File: config.mk
export PLATFORM = sky130hd
export DESIGN_NAME = dma_chan_ctl
export DESIGN_NICKNAME = d
export VERILOG_FILES = /design/src/rtl/dma_chan_pkg.sv /design/src/rtl/dma_rst_sync.sv /design/src/rtl/dma_enable_guard.sv /design/src/rtl/dma_frame_tally.sv /design/src/rtl/dma_status_view.sv /design/src/rtl/dma_chan_ctl.sv
export SDC_FILE = /design/constraint.sdc
export NUM_CORES = 1
export LEC_CHECK = 0
export CAP_MARGIN = 40
export CORE_AREA = 3 3 40 42
export CTS_CLUSTER_SIZE = 30
export DETAILED_ROUTE_END_ITERATION = 8
export DIE_AREA = 0 0 43 45
export GPL_TIMING_DRIVEN = 0
export MAX_ROUTING_LAYER = met4
export PLACE_DENSITY = 0.73
export REMOVE_ABC_BUFFERS = 1
export SYNTH_ARGS = -nofsm -noshare
export SYNTH_HDL_FRONTEND = slang
export SYNTH_SLANG_ARGS = --single-unit
File: constraint.sdc
create_clock -name clk -period 0.8 [get_ports clk]
set_clock_uncertainty 0.05 [all_clocks]
set_input_delay 0.16 -clock clk [delete_from_list [all_inputs] [get_ports clk]]
set_output_delay 0.16 -clock clk [all_outputs]
set_load 0.05 [all_outputs]
File: src/rtl/dma_chan_pkg.sv
package dma_chan_pkg;
  localparam int unsigned REG_W     = 8;
  localparam int unsigned BIT_GUARD = 0;
  localparam int unsigned BIT_EN    = 1;
  localparam int unsigned BIT_OVF   = 4;

  typedef enum logic {
    MODE_SINGLE = 1'b0,
    MODE_CHAIN  = 1'b1
  } xfer_mode_e;

  typedef struct packed {
    logic take_en;
    logic en_val;
    logic clr_ovf;
  } reg_wr_s;
endpackage

File: src/rtl/dma_rst_sync.sv
module dma_rst_sync #(
  parameter int unsigned STAGES = 2
) (
  input  logic clk,
  input  logic rst_n,
  output logic rst_n_sync
);
  logic [STAGES-1:0] sync_q;

  generate
    if (STAGES == 1) begin : g_one
      always_ff @(posedge clk or negedge rst_n) begin
        if (!rst_n) sync_q <= '0;
        else        sync_q <= 1'b1;
      end
    end else begin : g_many
      always_ff @(posedge clk or negedge rst_n) begin
        if (!rst_n) sync_q <= '0;
        else        sync_q <= {sync_q[STAGES-2:0], 1'b1};
      end
    end
  endgenerate

  assign rst_n_sync = sync_q[STAGES-1];
endmodule

File: src/rtl/dma_enable_guard.sv
module dma_enable_guard (
  input  logic clk,
  input  logic rst_n,
  input  logic take_en,
  input  logic en_val,
  input  logic xfer_end,
  input  logic xfer_busy,
  output logic en_q,
  output logic halt_q
);
  logic en_d;
  logic halt_d;
  logic en_ce;

  always_comb begin
    en_ce = take_en | xfer_end;
    en_d  = en_q;
    if (xfer_end)     en_d = 1'b0;
    else if (take_en) en_d = en_val;
    halt_d = take_en & ~en_val & en_q & xfer_busy;
  end

  always_ff @(posedge clk or negedge rst_n) begin
    if (!rst_n)     en_q <= 1'b0;
    else if (en_ce) en_q <= en_d;
  end

  always_ff @(posedge clk or negedge rst_n) begin
    if (!rst_n) halt_q <= 1'b0;
    else        halt_q <= halt_d;
  end
endmodule

File: src/rtl/dma_frame_tally.sv
module dma_frame_tally #(
  parameter int unsigned CNT_W = 4
) (
  input  logic clk,
  input  logic rst_n,
  input  logic mode_chain,
  input  logic frame_done,
  input  logic clr_ovf,
  output logic ovf_q
);
  localparam logic [CNT_W-1:0] CNT_MAX = {CNT_W{1'b1}};
  localparam logic [CNT_W-1:0] CNT_ONE = {{(CNT_W-1){1'b0}}, 1'b1};

  logic [CNT_W-1:0] cnt_q;
  logic [CNT_W-1:0] cnt_d;
  logic             cnt_ce;
  logic             wrap;
  logic             ovf_d;
  logic             ovf_ce;

  always_comb begin
    cnt_ce = mode_chain & frame_done;
    wrap   = cnt_ce & (cnt_q == CNT_MAX);
    cnt_d  = wrap ? '0 : cnt_q + CNT_ONE;
    ovf_ce = wrap | clr_ovf;
    ovf_d  = wrap;
  end

  always_ff @(posedge clk or negedge rst_n) begin
    if (!rst_n)      cnt_q <= '0;
    else if (cnt_ce) cnt_q <= cnt_d;
  end

  always_ff @(posedge clk or negedge rst_n) begin
    if (!rst_n)      ovf_q <= 1'b0;
    else if (ovf_ce) ovf_q <= ovf_d;
  end
endmodule

File: src/rtl/dma_status_view.sv
module dma_status_view
  import dma_chan_pkg::*;
(
  input  logic             en,
  input  logic             ovf,
  input  logic             mode_chain,
  output logic [REG_W-1:0] rd_data
);
  genvar gi;
  generate
    for (gi = 0; gi < REG_W; gi++) begin : g_bit
      if (gi == BIT_GUARD) begin : g_guard
        assign rd_data[gi] = 1'b1;
      end else if (gi == BIT_EN) begin : g_en
        assign rd_data[gi] = en;
      end else if (gi == BIT_OVF) begin : g_ovf
        assign rd_data[gi] = ovf & mode_chain;
      end else begin : g_zero
        assign rd_data[gi] = 1'b0;
      end
    end
  endgenerate
endmodule

File: src/rtl/dma_chan_ctl.sv
module dma_chan_ctl
  import dma_chan_pkg::*;
#(
  parameter int unsigned CNT_W     = 4,
  parameter int unsigned RST_STAGE = 2
) (
  input  logic             clk,
  input  logic             rst_n,
  input  logic             wr_en,
  input  logic [REG_W-1:0] wr_data,
  output logic [REG_W-1:0] rd_data,
  input  logic             mode_chain,
  input  logic             frame_done,
  input  logic             xfer_end,
  input  logic             xfer_busy,
  input  logic             ovf_irq_en,
  output logic             chan_en,
  output logic             halt_pulse,
  output logic             irq
);
  logic    rst_n_sync;
  logic    ovf_q;
  reg_wr_s wr_dec;

  dma_rst_sync #(.STAGES(RST_STAGE)) u_rst (
    .clk        (clk),
    .rst_n      (rst_n),
    .rst_n_sync (rst_n_sync)
  );

  always_comb begin
    wr_dec.take_en = wr_en & ~wr_data[BIT_GUARD];
    wr_dec.en_val  = wr_data[BIT_EN];
    wr_dec.clr_ovf = wr_en & wr_data[BIT_OVF];
  end

  dma_enable_guard u_guard (
    .clk       (clk),
    .rst_n     (rst_n_sync),
    .take_en   (wr_dec.take_en),
    .en_val    (wr_dec.en_val),
    .xfer_end  (xfer_end),
    .xfer_busy (xfer_busy),
    .en_q      (chan_en),
    .halt_q    (halt_pulse)
  );

  dma_frame_tally #(.CNT_W(CNT_W)) u_tally (
    .clk        (clk),
    .rst_n      (rst_n_sync),
    .mode_chain (mode_chain),
    .frame_done (frame_done),
    .clr_ovf    (wr_dec.clr_ovf),
    .ovf_q      (ovf_q)
  );

  dma_status_view u_view (
    .en         (chan_en),
    .ovf        (ovf_q),
    .mode_chain (mode_chain),
    .rd_data    (rd_data)
  );

  assign irq = ovf_q & ovf_irq_en & mode_chain;
endmodule

==> results by group, run 1 <==
Run status
  • Outcome: finished, violations left
  • Failing checks: setup timing

Floorplanning
  • Starting Density: 33.8%
  • Die X-Extent: 43 um
  • Cell Rows: 13
  • I/O pins: 27
  • Core area: 1280 sq um
  • Die Area: 1940 sq um
  • Die Y: 45 um

Global route
  • Largest net degree at the start of global routing: 8
  • Busiest layer in global routing: met2
  • Initial antenna violation count: 0
  • First-pass GRT wire length: 1610 um
  • Met3 Resource Use GR: 4.38%
  • GRT met2 Usage: 18.3%
  • Total gr overflow: 0
  • Total track usage: 11.9%
  • Number of global-route vias before repair: 370
  • Met1 Usage GRT: 13.4%

STA
  • Final worst slack: -382 ps
  • Final period util: 148%
  • Slew Viols, Final: 0
  • Final min period: 1180 ps
  • Fmax: 0.846 GHz
  • Unrepaired setup endpoints after global routing: yes
  • Setup_tns: -2500 ps
  • Setup-failing EPs final: 12
  • Final count of hold timing violations: 0

Cells and area
  • Final net count: 80
  • Fillers: 115
  • Layout Area Growth over Synthesis: 56.2%
  • Commonest non-fill, non-tap cell in the layout: dfrtp_1
  • Commonest non-fill, non-tap cells in the layout: dfrtp_1, conb_1, clkdlybuf4s50_1
  • Fraction of layout cells with a size suffix above 1: 33.9%
  • Inserted Diodes: 0

Drt
  • Drt first-iter violations: 2
  • DRC viols: 0
  • Detail Route Antenna Nets: 0
  • Routed vias/inst: 4.45
  • Pre-antenna DRT Iters: 2
  • Wire length per cell: 11.8 um
  • DR vias: 343
  • WL final: 907 um

Yosys
  • Ys Warns: 0
  • Cell taking the most area after synthesis: dfrtp_1
  • Post-synth cell types: 18
  • Post-synthesis sequential area ratio: 51.9%
  • Post-synthesis cell area: 434 sq um
  • Syn_area_per_cell: 10.3 sq um
  • Synth top area share: 51.9%
  • Cells after Synth: 42
  • Ranking of synthesized cells by area: dfrtp_1, buf_4, nand3_1
  • Register bit count reported by yosys: 9

Clocking
  • Max clock buf depth: 2
  • Num CTS Buffers: 3
  • CTS tree: built
  • CTS Sinks: 9
  • Clock Latency Late Sink: 270 ps
  • CTS clk-pin slew, worst paths: 70 ps
  • Number of H-tree levels: 1
  • Clk root buf: clkbuf_4

Placed design
  • Place WS: -1140 ps
  • Placer Congestion: 0.659
  • Port buffer count: 15
  • Hpwl dp: 610 um

Worst setup path
  • CP Data Arrival Time: 970 ps
  • CP required: 590 ps
  • Crit path capture type: output pin
  • CP startpoint kind: register
  • Crit Path Class: register to output pin
  • Critical path peak fanout: 3

Pwr
  • Largest vdd supply drop: 1040 uV
  • Power per standard cell area: 2290 nW/um^2
  • Leakage: 0.318 nW

Hold path
  • Tightest Hold Check Type: register to asynchronous set/reset pin

Job
  • Max cap viols: 0
Yosys cell counts:
cell and instances:
buf_4 7, xnor2_1 1, a21oi_1 1, nand2_1 5, mux2i_1 1, o21ai_0 3
nand3_1 4, ha_1 1, nor2_1 1, and3_2 1, nand2_2 1, conb_1 2
nor3_1 1, dfrtp_1 9, mux2_4 1, and2_2 1, nand2b_1 1, o31ai_1 1
registers in the layout, indices dropped and copies added, names as in the netlist:
name,flops
u_tally.ovf_q,1
u_guard.en_q,1
u_tally.cnt_q,4
u_rst.sync_q,2
u_guard.halt_q,1
logic make-up (layout without fill, tap and decap cells):
family / Yosys count / in the layout / share of synthesized area, %
adder cells (fa/ha/maj): 1 / 1 / 2.88
AND/OR/NAND/NOR: 15 / 15 / 17.3
buffers and inverters: 7 / 22 / 12.1
multiplexers: 2 / 2 / 5.76
flip-flops: 9 / 9 / 51.9
other: 2 / 7 / 1.73
XOR/XNOR: 1 / 1 / 2.02
AO/OA/AOI/OAI: 5 / 5 / 6.34
per-layer routing:
layer  share of wire, %  wire [um]  up-vias
li1                   -          -      166
met1                 40        365      164
met2                 51        463       11
met3                6.7         61        2
met4                1.9         17        0
met5                  0          0        -
final cells by class:
type / count / area (sq um) / share of cell area, %
Sequential cell: 9 / 225 / 33.2
Multi-Input combinational cell: 31 / 216 / 31.9
Tap cell: 15 / 18.8 / 2.77
Timing Repair Buffer: 18 / 191 / 28.2
Clock buffer: 4 / 26.3 / 3.87
repair_timing:
action                     CTS  global route
gates resized for setup     48             5
pin swaps                    4             3
cloned                       0             0
buffers inserted             3             1
hold endpoints to repair     2             0
hold buffers                 1             0
setup endpoints to repair   11            14
through the flow:
step / hold WS (ps) / cell area (sq um) / power, W / cells / utilization (%)
3_5_place_dp: 72.5 / 569 / 0.00102 / 70 / 44.3
2_1_floorplan: -186 / 400 / 0.000899 / 40 / -
4_1_cts: 70.8 / 671 / 0.00156 / 78 / 52.2
5_1_grt: 87.8 / 678 / 0.00163 / 77 / 52.8
3_3_place_gp: 63.3 / 569 / 0.00100 / 70 / 44.3
6_report: 47.3 / 678 / 0.00156 / 77 / 52.8
power breakdown:
group	internal [W]	switching, W	total (W)
clock network	0.000193	0.000182	0.000375
registers	0.000553	0.000106	0.000659
logic	0.000268	0.000255	0.000523
critical path, cell delays in order (launching register included):
cell and delay, ps:
dfrtp_1 400, and3_4 160, buf_8 140
worst paths after layout:
kind	cells after the start	from	slack [ps]	end
hold reg to reg	0	u_rst.sync_q[1]$_DFF_PN0_	50	u_tally.cnt_q[0]$_DFFE_PN0P_
min in group clk	3	frame_done	200	u_tally.cnt_q[0]$_DFFE_PN0P_
setup reg to reg	2	u_tally.cnt_q[1]$_DFFE_PN0P_	-270	u_tally.cnt_q[1]$_DFFE_PN0P_
hold / removal	0	u_rst.sync_q[1]$_DFF_PN0_	50	u_tally.cnt_q[0]$_DFFE_PN0P_
setup / recovery	2	u_tally.ovf_q$_DFFE_PN0P_	-380	irq
max in group asynchronous	0	u_rst.sync_q[1]$_DFF_PN0_	430	u_guard.halt_q$_DFF_PN0_
No activity file was read; power rests on OpenSTA's default activity.
==> inputs of run 2 (changes only) <==
CORE_AREA = 2 2 39 41   (was 3 3 40 42)
DIE_AREA = 0 0 41 43   (was 0 0 43 45)
REMOVE_ABC_BUFFERS = not set   (was 1)
==> run 2 against run 1 <==
The flow still finishes with violations (setup timing). Fmax rose by 2.0%. First-iteration DRC count is 50% higher. Final cell count grew 12%. Global-route usage grew 1.2 points. Flip-flop and latch count unchanged.
==> results by group, run 2 (synthesis results as in run 1) <==
Run status
  • Outcome: finished, violations left
  • Failing checks: setup timing

Drt
  • DRC viols: 0 (unchanged)
  • DR vias: 359 (+4.7%)
  • Routed vias/inst: 4.17 (-6.3%)
  • WL final: 850 um (-6.3%)
  • Drt first-iter violations: 3 (+1)
  • Detail Route Antenna Nets: 0 (unchanged)
  • Wire length per cell: 9.88 um (-16%)
  • Pre-antenna DRT Iters: 2 (unchanged)

Clocking
  • CTS Sinks: 9 (unchanged)
  • CTS tree: built
  • Number of H-tree levels: 1 (unchanged)
  • Post-CTS Hold Fix Bufs: 0 (-1)
  • Max clock buf depth: 2 (unchanged)
  • Clock Latency Late Sink: 260 ps (about the same)
  • Num CTS Buffers: 3 (unchanged)
  • Clk root buf: clkbuf_4
  • CTS clk-pin slew, worst paths: 60 ps (about the same)

Cells and area
  • Register Area: 226 sq um (+0.56%)
  • Fraction of layout cells with a size suffix above 1: 44.3% (+10 points)
  • Final core occ: 54.3% (+1.6 points)
  • Final net count: 88 (+10%)
  • Commonest non-fill, non-tap cells in the layout: buf_4, dfrtp_1, conb_1
  • Commonest non-fill, non-tap cell in the layout: buf_4
  • Max reg flops: 4 (unchanged)
  • Fillers: 139 (+21%)
  • Multi-input logic area: 230 sq um (+6.4%)
  • Inserted Diodes: 0 (unchanged)
  • Layout Area Growth over Synthesis: 73.2%
  • Post-Layout Cell Count: 86 (+12%)
  • Biggest register: u_tally.cnt_q
  • Biggest regs: u_tally.cnt_q: 4 flops, u_rst.sync_q: 2 flops

Placed design
  • Port buffer count: 15 (unchanged)
  • Placer Congestion: 0.724 (+9.8%)
  • Hpwl dp: 580 um (-4.9%)
  • Placed cell count: 78 (+11%)

Pwr
  • Largest vdd supply drop: 1480 uV (+43%)
  • Leakage: 0.357 nW (+12%)
  • Power per standard cell area: 2150 nW/um^2 (-6.1%)

STA
  • Setup-failing EPs final: 11 (-1)
  • Final count of hold timing violations: 0 (unchanged)
  • Final min period: 1160 ps (-23.0 ps)
  • Final worst slack: -359 ps (+23.0 ps)
  • Fmax: 0.862 GHz (+2.0%)
  • Slew Viols, Final: 0 (unchanged)
  • Unrepaired setup endpoints after global routing: yes
  • Final period util: 145% (-2.9 points)

Worst setup path
  • Crit path capture type: output pin
  • CP required: 590 ps (about the same)
  • Reg2reg end: u_tally.cnt_q[1]$_DFFE_PN0P_
  • CP Data Arrival Time: 950 ps (-20 ps)
  • CP startpoint kind: register
  • Register-to-register setup slack: -270 ps (about the same)
  • Crit Path Class: register to output pin
  • Reg2Reg Depth: 2 (unchanged)
  • Critical path peak fanout: 4 (+1)
  • FF-to-FF Start: u_tally.cnt_q[1]$_DFFE_PN0P_

Floorplanning
  • Die Y: 43 um (-4.4%)
  • Die X-Extent: 41 um (-4.7%)
  • Cell Rows: 14 (+1)
  • Die Area: 1760 sq um (-8.9%)
  • Core area: 1380 sq um (+7.7%)
  • I/O pins: 27 (unchanged)
  • Starting Density: 31.4% (-2.4 points)

Global route
  • Number of global-route vias before repair: 354 (-4.3%)
  • Largest net degree at the start of global routing: 8 (unchanged)
  • Total gr overflow: 0 (unchanged)
  • Total track usage: 13.1% (+1.2 points)
  • First-pass GRT wire length: 1450 um (-10%)
  • Initial antenna violation count: 0 (unchanged)

Hold path
  • Tightest Hold Check Type: input port to asynchronous set/reset pin

Job
  • Max cap viols: 0 (unchanged)
-- run 2: power breakdown --
part	internal, W	switching (W)	total [W]	leakage [nW]
Clock	0.000191	0.000146	0.000337	0.0150
Combinational	0.000330	0.000275	0.000605	0.230
Sequential	0.000553	0.000124	0.000678	0.112
Total	0.00107	0.000545	0.00162	0.357
-- run 2: layout make-up --
class	instances	share of cell area, %
clock buffers	4	3.49
repair buffers	19	25.6
multi-input cells	31	30.6
well taps	16	2.66
plain buffers	7	7.49
flip-flops and latches	9	30.1
-- run 2: worst max path at each step --
| stage | to | cells after the start | startpoint |
|---|---|---|---|
| 2_1_floorplan | u_tally.cnt_q[1]$_DFFE_PN0P_ | 2 | u_tally.cnt_q[1]$_DFFE_PN0P_ |
| 3_3_place_gp | irq | 3 | mode_chain |
| 3_5_place_dp | irq | 3 | mode_chain |
| 4_1_cts | irq | 2 | u_tally.ovf_q$_DFFE_PN0P_ |
| 5_1_grt | irq | 2 | u_tally.ovf_q$_DFFE_PN0P_ |
| 6_report | rd_data[1] | 2 | u_guard.en_q$_DFFE_PN0P_ |
-- run 2: worst max-delay path, cell delays in order (launching register included) --
cell and delay (ps):
dfrtp_2 430, buf_6 120, buf_8 140
-- run 2: timing repair --
action / in CTS / in global routing
pin swaps: 3 / 4
endpoints found under the setup margin: 11 / 11
gates cloned: 0 / 0
resized for setup: 48 / 4
buffers inserted: 2 / 2
-- run 2: per-stage QoR --
| stage | setup slack [ps] | hold WS, ps | power (W) | setup TNS (ps) | area, sq um |
|---|---|---|---|---|---|
| 6_report | -359 | 20.2 | 0.00162 | -2460 | 752 |
| 5_1_grt | -390 | 11.9 | 0.00173 | -2880 | 752 |
| 4_1_cts | -373 | 13.1 | 0.00155 | -2370 | 717 |
| 3_5_place_dp | -1180 | 75.6 | 0.00106 | -6850 | 637 |
| 3_3_place_gp | -1160 | 64.0 | 0.00105 | -6720 | 637 |
| 2_1_floorplan | -279 | -186 | 0.000943 | -1160 | 467 |
-- run 2: per-layer routing --
layer / up-vias / part of all wire [%] / track usage [%] / wire, um
li1: 182 / - / - / -
met1: 164 / 39 / 14.0 / 331
met2: 13 / 52 / 18.8 / 441
met3: 0 / 8.9 / 7.85 / 76
met4: 0 / 0 / 6.00 / 0
met5: - / 0 / - / 0
